### config.mk
export PLATFORM = sky130hd
export DESIGN_NAME = pwr_seq_link
export DESIGN_NICKNAME = d
export VERILOG_FILES = /design/src/rtl/pwrseq_pkg.sv /design/src/rtl/pwrseq_sync.sv /design/src/rtl/pwrseq_ctrl.sv /design/src/rtl/pwrseq_rx.sv /design/src/rtl/pwr_seq_link.sv
export SDC_FILE = /design/constraint.sdc
export NUM_CORES = 1
export LEC_CHECK = 0
export ABC_CLOCK_PERIOD_IN_PS = 2650
export CORE_UTILIZATION = 48
export CTS_CLUSTER_DIAMETER = 40
export DETAILED_ROUTE_END_ITERATION = 8
export PLACE_DENSITY = 0.78
export SLEW_MARGIN = 20
export SYNTH_ARGS = -nofsm -noshare
export SYNTH_HDL_FRONTEND = slang
export SYNTH_SLANG_ARGS = --single-unit
### constraint.sdc
create_clock -name clk -period 2.65 [get_ports clk]
set_clock_uncertainty 0.1 [all_clocks]
set_input_delay 0.6625 -clock clk [delete_from_list [all_inputs] [get_ports clk]]
set_output_delay 0.6625 -clock clk [all_outputs]
set_load 0.01 [all_outputs]
### src/rtl/pwrseq_pkg.sv
package pwrseq_pkg;
  typedef enum logic [1:0] {
    PS_OFF   = 2'd0,
    PS_ON    = 2'd1,
    PS_ALERT = 2'd2
  } pwr_state_e;
endpackage

### src/rtl/pwrseq_sync.sv
module pwrseq_sync #(
  parameter int WIDTH = 4,
  parameter int STAGES = 2,
  parameter logic [WIDTH-1:0] RST_VAL = '0
) (
  input  logic             clk,
  input  logic             rst_n,
  input  logic [WIDTH-1:0] d_i,
  output logic [WIDTH-1:0] q_o
);
  logic [WIDTH-1:0] stg [STAGES];

  always_ff @(posedge clk or negedge rst_n) begin
    if (!rst_n) stg[0] <= RST_VAL;
    else        stg[0] <= d_i;
  end

  for (genvar s = 1; s < STAGES; s++) begin : g_stage
    always_ff @(posedge clk or negedge rst_n) begin
      if (!rst_n) stg[s] <= RST_VAL;
      else        stg[s] <= stg[s-1];
    end
  end

  assign q_o = stg[STAGES-1];
endmodule

### src/rtl/pwrseq_ctrl.sv
module pwrseq_ctrl
  import pwrseq_pkg::*;
#(
  parameter int HALT_TMO = 1000000
) (
  input  logic clk,
  input  logic rst_n,
  input  logic pwr_ok,
  input  logic stop_n,
  output logic sys_rst_n,
  output logic irq_n,
  output logic link_en
);
  localparam int TW = $clog2(HALT_TMO + 1);
  localparam logic [TW-1:0] TMO_LAST = TW'(HALT_TMO - 1);

  pwr_state_e st_q, st_d;
  logic [TW-1:0] tmo_q;

  always_comb begin
    st_d = st_q;
    unique case (st_q)
      PS_OFF:   if (pwr_ok) st_d = PS_ON;
      PS_ON:    if (!pwr_ok) st_d = PS_ALERT;
      PS_ALERT: if (!stop_n || tmo_q == TMO_LAST) st_d = PS_OFF;
      default:  st_d = PS_OFF;
    endcase
  end

  always_ff @(posedge clk or negedge rst_n) begin
    if (!rst_n) begin
      st_q  <= PS_OFF;
      tmo_q <= '0;
    end else begin
      st_q <= st_d;
      if (st_q != PS_ALERT) tmo_q <= '0;
      else if (tmo_q != TMO_LAST) tmo_q <= tmo_q + 1'b1;
    end
  end

  assign sys_rst_n = (st_q != PS_OFF);
  assign irq_n     = (st_q != PS_ALERT);
  assign link_en   = (st_q != PS_OFF);
endmodule

### src/rtl/pwrseq_rx.sv
module pwrseq_rx #(
  parameter int DW = 8,
  parameter int BUSY_CYC = 16
) (
  input  logic          clk,
  input  logic          rst_n,
  input  logic          en,
  input  logic          sclk_s,
  input  logic          sdat_s,
  input  logic          out_ready,
  output logic [DW-1:0] out_data,
  output logic          out_valid,
  output logic          rdy_n
);
  localparam int CW = $clog2(DW);
  localparam int BW = $clog2(BUSY_CYC + 1);
  localparam logic [CW-1:0] BIT_LAST = CW'(DW - 1);
  localparam logic [BW-1:0] BUSY_LD  = BW'(BUSY_CYC);

  logic          sclk_prev;
  logic [CW-1:0] bit_q;
  logic [DW-1:0] shf_q;
  logic [BW-1:0] busy_q;
  logic          open_w;
  logic          rise_w;

  assign open_w = en && (busy_q == '0) && !out_valid;
  assign rise_w = sclk_s && !sclk_prev;
  assign rdy_n  = !open_w;

  always_ff @(posedge clk or negedge rst_n) begin
    if (!rst_n) sclk_prev <= 1'b0;
    else        sclk_prev <= sclk_s;
  end

  always_ff @(posedge clk or negedge rst_n) begin
    if (!rst_n) begin
      bit_q     <= '0;
      shf_q     <= '0;
      busy_q    <= '0;
      out_data  <= '0;
      out_valid <= 1'b0;
    end else if (!en) begin
      bit_q     <= '0;
      busy_q    <= '0;
      out_valid <= 1'b0;
    end else begin
      if (busy_q != '0) busy_q <= busy_q - 1'b1;
      if (out_valid && out_ready) out_valid <= 1'b0;
      if (open_w && rise_w) begin
        shf_q <= {shf_q[DW-2:0], sdat_s};
        if (bit_q == BIT_LAST) begin
          bit_q     <= '0;
          out_data  <= {shf_q[DW-2:0], sdat_s};
          out_valid <= 1'b1;
          busy_q    <= BUSY_LD;
        end else begin
          bit_q <= bit_q + 1'b1;
        end
      end
    end
  end
endmodule

### src/rtl/pwr_seq_link.sv
module pwr_seq_link #(
  parameter int DW = 8,
  parameter int SYNC_STAGES = 2,
  parameter int BUSY_CYC = 16,
  parameter int HALT_TMO = 1000000
) (
  input  logic          clk,
  input  logic          rst_n,
  input  logic          pwr_ok_i,
  input  logic          host_stop_n_i,
  input  logic          sclk_i,
  input  logic          sdata_i,
  input  logic          rx_ready_i,
  output logic          sys_rst_n_o,
  output logic          irq_n_o,
  output logic          rdy_n_o,
  output logic [DW-1:0] rx_data_o,
  output logic          rx_valid_o
);
  logic [3:0] raw_w, syn_w;
  logic       link_en;

  assign raw_w = {pwr_ok_i, host_stop_n_i, sclk_i, sdata_i};

  pwrseq_sync #(.WIDTH(4), .STAGES(SYNC_STAGES), .RST_VAL(4'b0100)) u_sync (
    .clk(clk), .rst_n(rst_n), .d_i(raw_w), .q_o(syn_w)
  );

  pwrseq_ctrl #(.HALT_TMO(HALT_TMO)) u_ctrl (
    .clk(clk), .rst_n(rst_n), .pwr_ok(syn_w[3]), .stop_n(syn_w[2]),
    .sys_rst_n(sys_rst_n_o), .irq_n(irq_n_o), .link_en(link_en)
  );

  pwrseq_rx #(.DW(DW), .BUSY_CYC(BUSY_CYC)) u_rx (
    .clk(clk), .rst_n(rst_n), .en(link_en), .sclk_s(syn_w[1]), .sdat_s(syn_w[0]),
    .out_ready(rx_ready_i), .out_data(rx_data_o), .out_valid(rx_valid_o),
    .rdy_n(rdy_n_o)
  );
endmodule

==> results of run 1 <==
## cells in the mapped netlist, types with 2 or more instances
cell,n,share of area
a21oi_1,11,0.022
a31oi_1,3,0.0076
and3_1,2,0.0051
and4_1,3,0.011
buf_4,2,0.0061
clkbuf_1,2,0.0030
dfrtp_1,53,0.54
dfstp_2,2,0.021
ha_1,4,0.020
inv_1,4,0.0061
inv_2,2,0.0030
mux2_1,11,0.050
mux2_4,4,0.024
nand2_1,16,0.024
nand3_1,7,0.014
nand4_1,10,0.025
nand4b_1,2,0.0071
nor2_1,20,0.030
nor2b_1,2,0.0051
nor3_1,3,0.0061
nor4_1,2,0.0051
nor4b_1,2,0.0071
o21ai_0,6,0.012
o21ai_1,3,0.0061
o31ai_1,2,0.0061
or3_1,3,0.0076
or4_1,2,0.0061
xnor2_1,4,0.014
xor2_1,5,0.018
## power groups by stage
stage / registers [mW] / clock network [mW] / logic (mW)
final: 0.982 / 0.582 / 0.411
after global routing: 0.994 / 0.631 / 0.455
after CTS: 0.982 / 0.597 / 0.406
after detailed placement: 0.999 / 0 / 0.397
after global placement: 0.992 / 0 / 0.388
after floorplan: 0.992 / 0 / 0.253
## cells by family after synthesis
group	after synthesis
multiplexers	15
XOR/XNOR	9
AO/OA/AOI/OAI	30
buffers and inverters	13
flip-flops	55
adder cells (fa/ha/maj)	4
AND/OR/NAND/NOR	88
## worst max-delay path, stage by stage (launching register included)
cell,delay (ns)
dfrtp_1,0.39
inv_1,0.06
ha_2,0.17
or4b_4,0.47
or3_1,0.31
buf_2,0.14
## worst paths after layout
| path | start | endpoint | slack [ns] | cells past startpoint |
|---|---|---|---|---|
| worst max-delay path | u_rx.busy_q[0] | rdy_n_o | 0.03 | 5 |
| min in group asynchronous | rst_n | u_rx.shf_q[5] | 0.36 | 2 |
| worst max register to register | u_rx.busy_q[0] | u_rx.shf_q[1] | 0.34 | 7 |
| worst min register to register | u_sync.stg[6] | u_sync.q_o[2] | 0.26 | 0 |
| worst min-delay path | u_sync.stg[6] | u_sync.q_o[2] | 0.26 | 0 |
| max in group asynchronous | rst_n | u_rx.busy_q[1] | 1.64 | 2 |
## stage by stage
stage	setup slack, ns	setup TNS (ns)
final	0.02660	0
after global routing	-0.03260	-0.03260
after CTS	0.0001557	0
after detailed placement	-0.008306	-0.008306
after global placement	0.02649	0
after floorplan	0.4202	0
## state kept, by name, indices dropped and copies added, names as in the netlist
name and count:
u_sync.q_o 4, u_rx.busy_q 5, u_rx.shf_q 7, u_rx.bit_q 3, u_rx.out_data 8, u_ctrl.tmo_q 20, u_rx.out_valid 1, u_rx.sclk_prev 1
u_ctrl.st_q 2, u_sync.stg 4
## layout by cell type (no fill, tap or decap), types with 2 or more instances in the layout
cell type	count
or3_1	3
mux2_1	11
xor2_1	5
a31oi_1	3
inv_1	4
nor4b_1	2
nand4b_1	2
o21ai_0	6
o21ai_1	3
dfrtp_1	53
dfstp_2	2
inv_2	2
mux2_4	4
and3_1	2
nor2_1	20
o31ai_1	2
clkbuf_8	5
xnor2_1	4
ha_1	3
or4_1	2
nor4_1	2
buf_2	2
and4_1	3
a21oi_1	11
clkdlybuf4s50_1	16
nand2_1	16
buf_4	8
nor3_1	3
nand4_1	10
nand3_1	7
nor2b_1	2
## routing by layer
layer	vias to the layer above	part of all wire
li1	822	-
met1	850	0.50
met2	13	0.47
met3	5	0.019
met4	0	0.011
met5	-	0
## final cells by class
class	count	area, um^2	share of cell area
inverter	6	22.52	0.007864
tap	67	83.83	0.02927
multi-input combinational	146	1030	0.3595
timing repair buffer	26	230.2	0.08038
clock buffer	5	68.82	0.02403
sequential	55	1379	0.4814
clock inverter	3	50.05	0.01747
## what timing repair did
action / CTS / global route
buffers inserted: 0 / 1
gates cloned: 0 / 0
setup endpoints to repair: 1 / 1
resized for setup: 6 / 0
==> results.cfg, run 1 <==
[route]
drt_iter0_markers = 99
drtAntennaViolNets = 0
vias = 1690
wl_per_cell_um = 14.40
via_per_inst = 5.487
drt_first_pass_iters = 4
drcViolationCount = 0
routed_wl_um = 4434

[finish]
fin_area_mm2 = 0.002864
finalNonFillerCells = 308
final_nets = 251
area_growth_pct = 16.08
nFillCells = 417
postLayoutCoreUtil = 0.5907
final_layout_size_suffix_gt1_frac = 0.1535
n_antenna_cell = 0

[die]
core_area_mm2 = 0.004848
initial_core_util = 0.5089
chipWidth_um = 73.70
num_rows = 25
die_h_um = 73.70
ioPinCount = 19
die_area_mm2 = 0.005431

[yosys]
synth_compound_gate_area_share = 0.07150
synth.avg_cell_area_um2 = 11.53
synth_area_mm2 = 0.002467
synth-xor-area-share = 0.03195
synthCells = 214
synthDistinctLibCells = 51
yosysWarnings = 0
synth-edff-count = 0
synthArstFlopShare = 1.000
synth_top_family_by_area = simple AND/OR/NAND/NOR gates
yosysSeqAreaShare = 0.5588
ys_ff_latch = 55
syn_nets = 225
synth-simple-area-share = 0.2165
synth_fa_ha_area_frac = 0.02028
synth_ff_type = dfrtp_1
synthMuxAreaShare = 0.07454

[clock_tree]
clockBufferDepth = 2
cts_tree = built
cts.sinks = 55
cts_made_buffers = 5
path_clk_slew_ns = 0.11
cts-root-buf = clkbuf_8
clock_tree.htree_level_count = 2
clk_latency_ns = 0.31
postCtsHoldBufs = 0

[power_and_ir_drop]
leakagePower_nw = 1.249
p_sw_mw = 0.5370
total_power_mw = 1.975
powerDensity_mw_per_mm2 = 689.6
p_clk_frac = 0.295
combPwrFrac = 0.208
peakVddDrop_v = 0.0005576
switching_share = 0.2719
seqPwrFrac = 0.497
internal_power_mw = 1.438

[grt]
grt_max_degree = 56
grt_use_met3 = 0.03704
grt.busiest_layer = met2
track_usage = 0.1864
grt_pass1_vias = 1601
grt-ovfl-total = 0
met1_usage = 0.2731
grt_pass1_wl_um = 7631
grt_antenna_before_repair = 0
met2_usage = 0.2824

[sta]
worstMarginPinSlew_ns = 0.6743
fmax_mhz = 381.2
final.min_clock_period_ns = 2.623
rsz0062_at_grt = true
relSlewSlack = 0.5504
final_max_slew_viol_count = 0
setup_viol = 0
finalHoldViolations = 0
period_share = 0.9900
timing.hold.ws_ns = 0.2560

[critical_path]
required_ns = 1.89
start_kind = register
path_class = reg -> out
path_max_fanout = 3
end_kind = primary output
cp.arrival_ns = 1.86

[job]
maxCapViolCount = 0

[placed_design]
gp_congestion = 0.7796
portBuffers = 18
dp_cells = 299
dp_hpwl_um = 2995
placed_area_mm2 = 0.002736

[min_path]
min_path_type = reg -> reg

[run_status]
outcome = complete, no violations
No activity file was read; power rests on OpenSTA's default activity.
==> inputs of run 2 (changes only) <==
==> constraint.sdc (replaced) <==
create_clock -name clk -period 2.65 [get_ports clk]
set_clock_uncertainty 0.1 [all_clocks]
set_input_delay 0.3975 -clock clk [delete_from_list [all_inputs] [get_ports clk]]
set_output_delay 0.3975 -clock clk [all_outputs]
set_load 0.01 [all_outputs]
==> results.cfg, run 2 (synthesis results as in run 1) <==
[run_status]
outcome = complete, no violations

[route]
drcViolationCount = 0
via_per_inst = 5.548
routed_wl_um = 4323
drt_first_pass_iters = 4
drtAntennaViolNets = 0
wl_per_cell_um = 14.27
drt_iter0_markers = 106
vias = 1681

[grt]
grt_pass1_wl_um = 7383
grt_pass1_vias = 1601
grt_max_degree = 35
track_usage = 0.1776
grt-ovfl-total = 0
grt_antenna_before_repair = 0

[sta]
rsz0062_at_grt = false
final_max_slew_viol_count = 0
setup_viol = 0
relSlewSlack = 0.5283
fmax_mhz = 392.1
period_share = 0.9625
final.min_clock_period_ns = 2.551
finalHoldViolations = 0
worstMarginPinSlew_ns = 0.7076
timing.hold.ws_ns = 0.03041
setup_tns_ns = 0

[critical_path]
cp.arrival_ns = 2.05
rrSetupSlack_ns = 0.40
path_class = reg -> out
reg2reg_from = u_rx.bit_q[0]
end_kind = primary output
required_ns = 2.15
r2r-end = u_rx.out_data[6]
start_kind = register
path_max_fanout = 4
r2r_cells = 5

[power_and_ir_drop]
peakVddDrop_v = 0.0004622
leakagePower_nw = 1.208
powerDensity_mw_per_mm2 = 649.2

[clock_tree]
cts.sinks = 55
cts_tree = built
cts_made_buffers = 5
clockBufferDepth = 2
postCtsHoldBufs = 0
clk_latency_ns = 0.31
path_clk_slew_ns = 0.10
cts-root-buf = clkbuf_8
clock_tree.htree_level_count = 2

[job]
maxCapViolCount = 0

[die]
ioPinCount = 19
num_rows = 25
initial_core_util = 0.5089
die_h_um = 73.70
chipWidth_um = 73.70
die_area_mm2 = 0.005431
core_area_mm2 = 0.004848

[finish]
layout_commonest_cell = dfrtp_1
area_growth_pct = 13.89
reg.largest.list = u_ctrl.tmo_q: 20 flops, u_rx.out_data: 8 flops, u_rx.shf_q: 7 flops
final_layout_size_suffix_gt1_frac = 0.1271
largest_reg_flops = 20
postLayoutCoreUtil = 0.5796
n_antenna_cell = 0
largest_register = u_ctrl.tmo_q
layout_common_cells = dfrtp_1, nor2_1, nand2_1, clkdlybuf4s50_1
final_nets = 246

[placed_design]
gp_congestion = 0.7822
dp_hpwl_um = 2999
portBuffers = 18

[min_path]
min_path_type = in -> async
[run 2: critical path, cell delays in order (launching register included)]
cell	delay, ns
dfrtp_1	0.41
inv_1	0.10
ha_4	0.16
or4b_4	0.48
or3_1	0.31
dlygate4sd2_1	0.29
[run 2: layout make-up]
class / count / area (um^2)
clock buffer: 6 / 72.57
sequential: 55 / 1379
clock inverter: 2 / 16.27
timing repair buffer: 21 / 196.4
multi-input combinational: 146 / 1040
fill: 386 / 2038
tap: 67 / 83.83
inverter: 6 / 22.52
[run 2: worst max-delay path by stage]
stage | start | to | slack, ns | cells past startpoint
floorplan | u_rx.busy_q[0] | rdy_n_o | 0.69 | 4
global placement | u_rx.busy_q[0] | rdy_n_o | 0.20 | 5
detailed placement | u_rx.busy_q[0] | rdy_n_o | 0.14 | 5
CTS | u_rx.busy_q[0] | rdy_n_o | 0.04 | 5
global route | u_rx.busy_q[0] | rdy_n_o | 0.0009 | 5
finish | u_rx.busy_q[0] | rdy_n_o | 0.1 | 5
[run 2: what timing repair did]
action / 4_1_cts / 5_1_grt
hold endpoints to repair: 0 / 0
buffers inserted: 0 / 1
resized for setup: 3 / 1
endpoints found under the setup margin: 1 / 1
[run 2: power by group]
group / leakage [nW] / internal (mW) / switching, mW
Sequential: 0.730 / 0.925 / 0.0741
Clock: 0.0418 / 0.190 / 0.265
Combinational: 0.436 / 0.196 / 0.174
[run 2: per-stage QoR]
step                      cells  worst slack, ns  power [mW]  area, um^2
final                       303          0.09942       1.824        2810
after global routing        303        0.0008848       1.946        2810
after CTS                   302          0.04336       1.826        2793
after detailed placement    294           0.1400       1.355        2699
after global placement      294           0.2037       1.337        2699
after floorplan             214           0.6852       1.245        2467
[run 2: per-layer routing]
| metal | global-route usage | share of wire | vias up |
|---|---|---|---|
| li1 | - | - | 813 |
| met1 | 0.2599 | 0.49 | 837 |
| met2 | 0.2671 | 0.47 | 26 |
| met3 | 0.02881 | 0.021 | 5 |
| met4 | 0.06410 | 0.012 | 0 |
| met5 | 0 | 0 | - |
